File: src/rtl/brg_gate_pkg.sv
package brg_gate_pkg;

    typedef enum logic [1:0] {
        ST_SAMPLE = 2'd0,
        ST_OFF    = 2'd1,
        ST_CONFIG = 2'd2,
        ST_RUN    = 2'd3
    } gate_state_e;

    // decoded, already-validated control-register writes
    typedef struct packed {
        logic ena_wr;
        logic ena_val;
        logic ctl_wr;
        logic ctl_val;
    } gate_cmd_t;

endpackage

File: src/rtl/brg_gate_fsm.sv
module brg_gate_fsm
    import brg_gate_pkg::*;
(
    input  logic        clk,
    input  logic        rst_n,
    input  logic        host_strap,
    input  gate_cmd_t   cmd,
    output gate_state_e st,
    output logic        host_q,
    output logic        en_bit,
    output logic        init_bit
);

    gate_state_e st_nxt;

    // state register
    always_ff @(posedge clk) begin
        if (!rst_n) st <= ST_SAMPLE;
        else        st <= st_nxt;
    end

    // strap capture: only in the sample state
    always_ff @(posedge clk) begin
        if (!rst_n)                host_q <= 1'b0;
        else if (st == ST_SAMPLE)  host_q <= host_strap;
    end

    // next state
    always_comb begin
        st_nxt = st;
        unique case (st)
            ST_SAMPLE: st_nxt = ST_OFF;                                   // T_STRAP
            ST_OFF: begin
                if (cmd.ena_wr && cmd.ena_val) st_nxt = ST_CONFIG;        // T_ENABLE
            end
            ST_CONFIG: begin
                if (cmd.ena_wr && !cmd.ena_val)     st_nxt = ST_OFF;      // T_DISABLE
                else if (cmd.ctl_wr && cmd.ctl_val) st_nxt = ST_RUN;      // T_INIT_DONE
            end
            ST_RUN: begin
                if (cmd.ena_wr && !cmd.ena_val)      st_nxt = ST_OFF;     // T_SHUTDOWN
                else if (cmd.ctl_wr && !cmd.ctl_val) st_nxt = ST_CONFIG;  // T_REINIT
            end
            default: st_nxt = ST_SAMPLE;
        endcase
    end

    // bit views
    always_comb begin
        en_bit   = 1'b0;
        init_bit = 1'b0;
        unique case (st)
            ST_SAMPLE: begin en_bit = 1'b0; init_bit = 1'b0; end
            ST_OFF:    begin en_bit = 1'b0; init_bit = 1'b0; end
            ST_CONFIG: begin en_bit = 1'b1; init_bit = 1'b0; end
            ST_RUN:    begin en_bit = 1'b1; init_bit = 1'b1; end
            default:   begin en_bit = 1'b0; init_bit = 1'b0; end
        endcase
    end

endmodule

File: src/rtl/brg_gate_regport.sv
module brg_gate_regport
    import brg_gate_pkg::*;
#(
    parameter int          AW        = 8,
    parameter int          DW        = 32,
    parameter logic [AW-1:0] ENA_ADDR  = '0,
    parameter logic [AW-1:0] CTRL_ADDR = AW'(1)
) (
    input  logic          cpu_req,
    input  logic          cpu_we,
    input  logic [AW-1:0] cpu_addr,
    input  logic          cpu_wbit,
    input  logic [DW-1:0] rf_rdata,
    input  logic          en_bit,
    input  logic          init_bit,
    output logic [DW-1:0] cpu_rdata,
    output logic          rf_we,
    output gate_cmd_t     cmd
);

    localparam int PADW = DW - 1;

    logic hit_ena, hit_ctl, hit_rf, rd, wr;

    always_comb begin
        hit_ena = (cpu_addr == ENA_ADDR);
        hit_ctl = (cpu_addr == CTRL_ADDR);
        hit_rf  = !hit_ena && !hit_ctl;
        rd      = cpu_req && !cpu_we;
        wr      = cpu_req &&  cpu_we;
    end

    // writes: enable register always valid, everything else needs enable
    always_comb begin
        cmd.ena_wr  = wr && hit_ena;
        cmd.ena_val = cpu_wbit;
        cmd.ctl_wr  = wr && hit_ctl && en_bit;
        cmd.ctl_val = cpu_wbit;
        rf_we       = wr && hit_rf && en_bit;
    end

    // reads: zero unless enabled, except the enable register itself
    always_comb begin
        cpu_rdata = '0;
        if (rd) begin
            if (hit_ena)
                cpu_rdata = {{PADW{1'b0}}, en_bit};
            else if (hit_ctl)
                cpu_rdata = en_bit ? {{PADW{1'b0}}, init_bit} : '0;
            else
                cpu_rdata = en_bit ? rf_rdata : '0;
        end
    end

endmodule

File: src/rtl/brg_gate_busperm.sv
module brg_gate_busperm
    import brg_gate_pkg::*;
(
    input  gate_state_e st,
    input  logic        host_q,
    input  logic        ob_req,
    input  logic        ib_req,
    output logic        ob_fwd,
    output logic        ob_err,
    output logic        ib_accept,
    output logic        ib_retry,
    output logic        arb_en,
    output logic        gnt_self
);

    always_comb begin
        ob_fwd    = 1'b0;
        ob_err    = 1'b0;
        ib_accept = 1'b0;
        ib_retry  = 1'b0;
        arb_en    = 1'b0;
        gnt_self  = 1'b0;
        unique case (st)
            ST_SAMPLE: begin
                // mode not yet known: hold everything off
                ob_err   = ob_req;
                ib_retry = ib_req;
            end
            ST_OFF, ST_CONFIG: begin
                ob_err   = ob_req;
                ib_retry = ib_req;
                gnt_self = host_q;
            end
            ST_RUN: begin
                ob_fwd    = ob_req;
                ib_accept = ib_req;
                arb_en    = host_q;
            end
            default: begin
                ob_err   = ob_req;
                ib_retry = ib_req;
            end
        endcase
    end

endmodule

File: src/rtl/brg_gate.sv
module brg_gate
    import brg_gate_pkg::*;
#(
    parameter int            AW        = 8,
    parameter int            DW        = 32,
    parameter logic [AW-1:0] ENA_ADDR  = '0,
    parameter logic [AW-1:0] CTRL_ADDR = AW'(1)
) (
    input  logic          clk,
    input  logic          rst_n,
    input  logic          host_strap,
    input  logic          cpu_req,
    input  logic          cpu_we,
    input  logic [AW-1:0] cpu_addr,
    input  logic          cpu_wbit,
    input  logic [DW-1:0] rf_rdata,
    output logic [DW-1:0] cpu_rdata,
    output logic          rf_we,
    input  logic          ob_req,
    output logic          ob_fwd,
    output logic          ob_err,
    input  logic          ib_req,
    output logic          ib_accept,
    output logic          ib_retry,
    output logic          arb_en,
    output logic          gnt_self
);

    gate_state_e st;
    gate_cmd_t   cmd;
    logic        host_q, en_bit, init_bit;

    brg_gate_regport #(
        .AW(AW), .DW(DW), .ENA_ADDR(ENA_ADDR), .CTRL_ADDR(CTRL_ADDR)
    ) u_regport (
        .cpu_req   (cpu_req),
        .cpu_we    (cpu_we),
        .cpu_addr  (cpu_addr),
        .cpu_wbit  (cpu_wbit),
        .rf_rdata  (rf_rdata),
        .en_bit    (en_bit),
        .init_bit  (init_bit),
        .cpu_rdata (cpu_rdata),
        .rf_we     (rf_we),
        .cmd       (cmd)
    );

    brg_gate_fsm u_fsm (
        .clk        (clk),
        .rst_n      (rst_n),
        .host_strap (host_strap),
        .cmd        (cmd),
        .st         (st),
        .host_q     (host_q),
        .en_bit     (en_bit),
        .init_bit   (init_bit)
    );

    brg_gate_busperm u_busperm (
        .st        (st),
        .host_q    (host_q),
        .ob_req    (ob_req),
        .ib_req    (ib_req),
        .ob_fwd    (ob_fwd),
        .ob_err    (ob_err),
        .ib_accept (ib_accept),
        .ib_retry  (ib_retry),
        .arb_en    (arb_en),
        .gnt_self  (gnt_self)
    );

endmodule

File: config.mk
export PLATFORM = sky130hd
export DESIGN_NAME = brg_gate
export DESIGN_NICKNAME = d
export VERILOG_FILES = /design/src/rtl/brg_gate_pkg.sv /design/src/rtl/brg_gate_fsm.sv /design/src/rtl/brg_gate_regport.sv /design/src/rtl/brg_gate_busperm.sv /design/src/rtl/brg_gate.sv
export SDC_FILE = /design/constraint.sdc
export NUM_CORES = 1
export LEC_CHECK = 0
export CAP_MARGIN = 20
export CORE_MARGIN = 5
export CORE_UTILIZATION = 45
export CTS_BUF_LIST = sky130_fd_sc_hd__clkbuf_4 sky130_fd_sc_hd__clkbuf_8
export CTS_CLUSTER_DIAMETER = 40
export DETAILED_ROUTE_END_ITERATION = 10
export DONT_BUFFER_PORTS = 1
export GPL_TIMING_DRIVEN = 0
export SLEW_MARGIN = 20
export SYNTH_ARGS = -nofsm -noshare
export SYNTH_HDL_FRONTEND = slang
export SYNTH_SLANG_ARGS = --single-unit
File: constraint.sdc
create_clock -name clk -period 1.8 [get_ports clk]
set_clock_uncertainty 0.2 [all_clocks]
set_input_delay 0.27 -clock clk [delete_from_list [all_inputs] [get_ports clk]]
set_output_delay 0.27 -clock clk [all_outputs]
set_load 0.02 [all_outputs]
* Word-level counts from Yosys, hierarchy flattened *
Index checks and enable logic that the tools add are counted.

cells by class
  reduce and logical (&&, ||, !) cells = 23
  eq/ne operators = 7
  muxes and demuxes = 19

operator list
  cell                                                             number
  32-bit two-way mux                                               4
  1-bit logical AND                                                12
  2-bit two-way mux                                                5
  8-bit by 1-bit == test with 1-bit output, second input constant  1
  8-bit logical NOT                                                1
  2-bit one-hot mux with 4 select lines                            1
  1-bit two-way mux                                                7
  3-bit inequality test, second input constant                     2
  2-bit OR reduction                                               3
  2-bit == test, second input constant                             2
  1-bit logical NOT                                                4
  1-bit one-hot mux with 2 select lines                            2
  3-bit AND reduction                                              1
  3-bit OR reduction                                               1
  2-bit by 1-bit == test with 1-bit output, second input constant  1
  2-bit logical NOT                                                1
  2-bit inequality test, second input constant                     1

storage, ports and cells
  output and inout bits = 39
  register bits after elaboration = 3
  logic and storage cells = 51
  input port bits = 48

* Longest topological paths before layout *
  depth after elaboration = 8
  gate-level depth with buffers = 6
  mapped depth without buffers = 6

* Cells and area by module *
Synthesis repeated with hierarchy kept, for this count alone.

second synthesis, totals
  cell total of the unflattened synthesis = 74
  area total of the unflattened synthesis = 616.8 µm²

modules (own cells, without submodules)
  module            cells an instance  instances  sequential area each (µm²)  area an instance (µm²)
  brg_gate_regport  49                 1          0.0                         401.6
  brg_gate_fsm      17                 1          60.1                        150.1
  brg_gate_busperm  8                  1          0.0                         65.1

* Worst setup path before layout *
OpenSTA, ideal clock, no wires.

  kind = register to output
  start = reg u_fsm.st[0]
  end = out cpu_rdata[10]
  path buffers = 1
  setup slack = -0.192 ns
  data required time = 1.330 ns
  arrival time = 1.522 ns
  cell stages (with the launch flop) = 6
  path through = dfxtp_1 > ha_1 > nor2_1 > nor3b_1 > clkbuf_1 > and2_1

on the way
  cells in the longest elaborated chain, start to end = 7
  elaborated cells between the ends (all ways) = 11
  classes of those cells = eq/ne (3); mux (5); reduce/logical (3)

ends and longest elaborated chain
  item                                         RTL line                source
  from (decl)                                  brg_gate_fsm.sv:8       output gate_state_e st,
  from (signal assigned)                       brg_gate_fsm.sv:19      else st <= st_nxt;
  2-bit == test, or another cell as far along  brg_gate_fsm.sv:52      unique case (st)
  2-bit OR reduction (no line)                 n/a
  1-bit one-hot mux with 2 select lines (*)    brg_gate_fsm.sv:52
  32-bit two-way mux (*)                       brg_gate_regport.sv:51  cpu_rdata = en_bit ? rf_rdata : '0;
  32-bit two-way mux (*)                       brg_gate_regport.sv:48  else if (hit_ctl)
  32-bit two-way mux (*)                       brg_gate_regport.sv:46  if (hit_ena)
  32-bit two-way mux (*)                       brg_gate_regport.sv:45  if (rd) begin
  to (decl)                                    brg_gate.sv:17          output logic [DW-1:0] cpu_rdata,

Mark *: on every way between the ends. The rest lies on a longest branch, timed or not.

* Worst setup path after layout *
  start = reg u_fsm.st[0]
  end = out cpu_rdata[17]

Same word-level chain as after synthesis.

==> insert_results.sql <==
INSERT INTO impl_metrics (metric_group, metric, value, unit) VALUES
('worst_setup_path', 'crit_path_start_kind', 'register', ''),
('sta', 'final.min_clock_period', '1.98', 'ns'),
('routing', 'route.detailed.vias_per_inst', '5.71', ''),
('yosys', 'synthXorXnorAreaFrac', '0', '%'),
('finish', 'area_growth', '75.0', '%'),
('yosys', 'dominant_combinational_cell_family_by_area_after_synthesis', 'simple AND/OR/NAND/NOR gates', ''),
('pwr', 'vdd_drop_max', '0.632', 'mV'),
('global_route', 'grt_pass1_vias', '622', ''),
('placement', 'area_post_placement', '653', 'um2'),
('sta', 'worst_slew_pin_slew', '0.419', 'ns'),
('clock_tree', 'cts-root-buf', 'sky130_fd_sc_hd__clkbuf_4', ''),
('clock_tree', 'clk-insertion-delay-late', '0.23', 'ns'),
('yosys', 'synth-seq-area-share', '10.0', '%'),
('status', 'failed_checks', 'setup timing', ''),
('pwr', 'static_leak', '0.000458', 'uW'),
('routing', 'avgRoutedWirePerCell', '21.3', 'um'),
('yosys', 'synthesized_area_fraction_occupied_by_ao_oa_aoi_and_oai_cells', '14.0', '%'),
('finish', 'finish.utilization', '81.8', '%'),
('worst_setup_path', 'critPathKind', 'reg2out', ''),
('yosys', 'syn-cell-area', '601', 'um2'),
('routing', 'ant_nets', '0', ''),
('finish', 'nets', '157', ''),
('clock_tree', 'tritoncts', 'built', ''),
('sta', 'slew_headroom', '72.0', '%'),
('worst_setup_path', 'critPathCapture', 'cpu_rdata[17]', ''),
('clock_tree', 'numClockSinks', '3', ''),
('worst_setup_path', 'worst-endpoint-required', '1.33', 'ns'),
('yosys', 'synth_mux_area_share', '3.33', '%'),
('sta', 'grt_setup_unrepaired', 'yes', ''),
('routing', 'postRouteWirelength', '2490', 'um'),
('routing', 'initialDrtViolationCount', '9', ''),
('yosys', 'fraction_of_registers_with_async_set_or_reset_after_synthesis', '0', '%'),
('floorplan', 'placement_rows', '13', ''),
('yosys', 'synth_enable_flop_cells', '0', ''),
('routing', 'drcViolationCount', '0', ''),
('pwr', 'report.power.total', '1010', 'uW'),
('yosys', 'synthDominantAreaCellType', 'sky130_fd_sc_hd__and2_1', ''),
('yosys', 'ys_ff_latch', '3', ''),
('placement', 'post-dp-hpwl', '1550', 'um'),
('sta', 'final_critical_path_setup_slack', '-0.176', 'ns'),
('yosys', 'mappedNetlistNets', '134', ''),
('floorplan', 'initial_utilization', '46.7', '%'),
('global_route', 'global_route.overflow_total', '0', ''),
('status', 'result_of_the_run', 'finished with violations', ''),
('yosys', 'synth.cells.most_frequent', 'sky130_fd_sc_hd__and2_1 (36), sky130_fd_sc_hd__ha_1 (6), sky130_fd_sc_hd__nor2b_1 (4)', ''),
('yosys', 'synth-simple-area-share', '57.1', '%'),
('global_route', 'grt_start_max_net_pins', '8', ''),
('yosys', 'ys_dominant_reg_cell', 'sky130_fd_sc_hd__dfxtp_1', ''),
('sta', 'timing.final.hold_violations', '0', ''),
('yosys', 'synthTopCellsByArea', 'sky130_fd_sc_hd__and2_1 (38%), sky130_fd_sc_hd__ha_1 (13%), sky130_fd_sc_hd__dfxtp_1 (10%)', ''),
('sta', 'hold_slack', '0.0124', 'ns'),
('floorplan', 'die_area', '2170', 'um2'),
('finish', 'layout-drive-gt1-share', '71.6', '%'),
('sta', 'drv_slew', '0', ''),
('floorplan', 'design.portCount', '87', ''),
('global_route', 'track_usage', '18.0', '%'),
('floorplan', 'dieWidth', '46.5', 'um'),
('clock_tree', 'numCtsBuffers', '3', ''),
('sta', 'min_period_over_period', '110', '%'),
('pwr', 'power_density', '962', 'nW/um2'),
('routing', 'dr.pass1.iters', '3', ''),
('worst_hold_path', 'hold_path_class', 'in2reg', ''),
('placement', 'input_output_buffers', '0', ''),
('finish', 'post-route-cell-area', '1050', 'um2'),
('worst_setup_path', 'worstSetupEndpointType', 'primary output', ''),
('yosys', 'synth_adder_area_share', '12.5', '%'),
('worst_setup_path', 'crit_arrival', '1.51', 'ns'),
('finish', 'diodes', '0', ''),
('worst_setup_path', 'reg2reg_from', 'u_fsm.st[1]', ''),
('yosys', 'yosys.cell_count.top_type', 'sky130_fd_sc_hd__and2_1', ''),
('sta', 'finalSetupViolCount', '36', '');
==> worst max-delay path, stage by stage, from the launching register on <==
cell	delay (ns)
sky130_fd_sc_hd__dfxtp_4	0.36
sky130_fd_sc_hd__inv_4	0.07
sky130_fd_sc_hd__ha_4	0.16
sky130_fd_sc_hd__nor2_4	0.04
sky130_fd_sc_hd__nor3b_2	0.17
sky130_fd_sc_hd__buf_6	0.18
sky130_fd_sc_hd__buf_8	0.12
sky130_fd_sc_hd__and2_4	0.17
==> how the worst min path moves through the flow <==
stage,startpoint,end,slack (ns),cells after the start
detailed placement,rst_n,u_fsm.host_q,0.21,1
global route,rst_n,u_fsm.st[0],0.02,2
finish,rst_n,u_fsm.st[0],0.01,2
CTS,rst_n,u_fsm.st[1],0.004,2
floorplan,rst_n,u_fsm.host_q,0.20,1
global placement,rst_n,u_fsm.host_q,0.21,1
==> cell usage in the layout (no fill, tap or decap), types with 2 or more instances in the layout <==
cell                       instances
sky130_fd_sc_hd__dfxtp_4           2
sky130_fd_sc_hd__buf_6             4
sky130_fd_sc_hd__buf_4            10
sky130_fd_sc_hd__ha_1              3
sky130_fd_sc_hd__ha_4              3
sky130_fd_sc_hd__and2_4           31
sky130_fd_sc_hd__nor2_4            2
sky130_fd_sc_hd__mux2i_1           2
sky130_fd_sc_hd__buf_8             6
sky130_fd_sc_hd__nor2b_1           4
sky130_fd_sc_hd__a21o_1            2
sky130_fd_sc_hd__nand2_1           3
sky130_fd_sc_hd__clkbuf_4          4
sky130_fd_sc_hd__and2_1            4
==> final cells by class <==
class	count	area [um2]
Multi-Input combinational cell	72	704
Tap cell	15	18.8
Sequential cell	3	67.6
Timing Repair Buffer	18	175
Inverter	2	10.0
Buffer	3	45.0
Clock buffer	4	30.0
Fill cell	82	234
==> registers in the layout (all words and copies together) (netlist names) <==
name	flops
u_fsm.st	2
u_fsm.host_q	1
==> report_power, final <==
part / internal (uW) / leakage [uW] / switching [uW] / total, uW
Combinational: 366 / 0.000414 / 363 / 729
Sequential: 106 / 0.0000261 / 45.8 / 152
Clock: 97.9 / 0.0000184 / 32.5 / 130
Total: 570 / 0.000458 / 441 / 1010
==> metal layers <==
| metal | part of all wire (%) | vias to the layer above | GRT usage, % |
|---|---|---|---|
| li1 | - | 313 | - |
| met1 | 33 | 317 | 19.8 |
| met2 | 60 | 38 | 33.5 |
| met3 | 7.4 | 0 | 4.30 |
| met4 | 0 | 0 | 5.11 |
| met5 | 0 | - | 0 |
==> logic make-up (layout without fill, tap and decap cells) <==
| kind of cell | after synthesis | count (layout) |
|---|---|---|
| flops | 3 | 3 |
| buf+inv | 5 | 27 |
| compound gates | 9 | 9 |
| mux | 2 | 2 |
| simple gates | 55 | 55 |
| fa+ha+maj | 6 | 6 |
==> stage by stage <==
step | cells | setup WS [ns]
floorplan | 80 | -0.0906
global placement | 95 | -0.358
detailed placement | 95 | -0.397
CTS | 112 | -0.165
global route | 117 | -0.251
finish | 117 | -0.176
==> what timing repair did <==
| action | CTS | global route |
|---|---|---|
| endpoints found under the setup margin | 36 | 36 |
| hold buffers | 1 | 0 |
| hold endpoints to repair | 2 | 0 |
| cloned | 3 | 0 |
| buffers inserted | 9 | 7 |
| gates resized for setup | 72 | 18 |
| pin swaps | 33 | 14 |
Power figures use the tool's default switching activity.
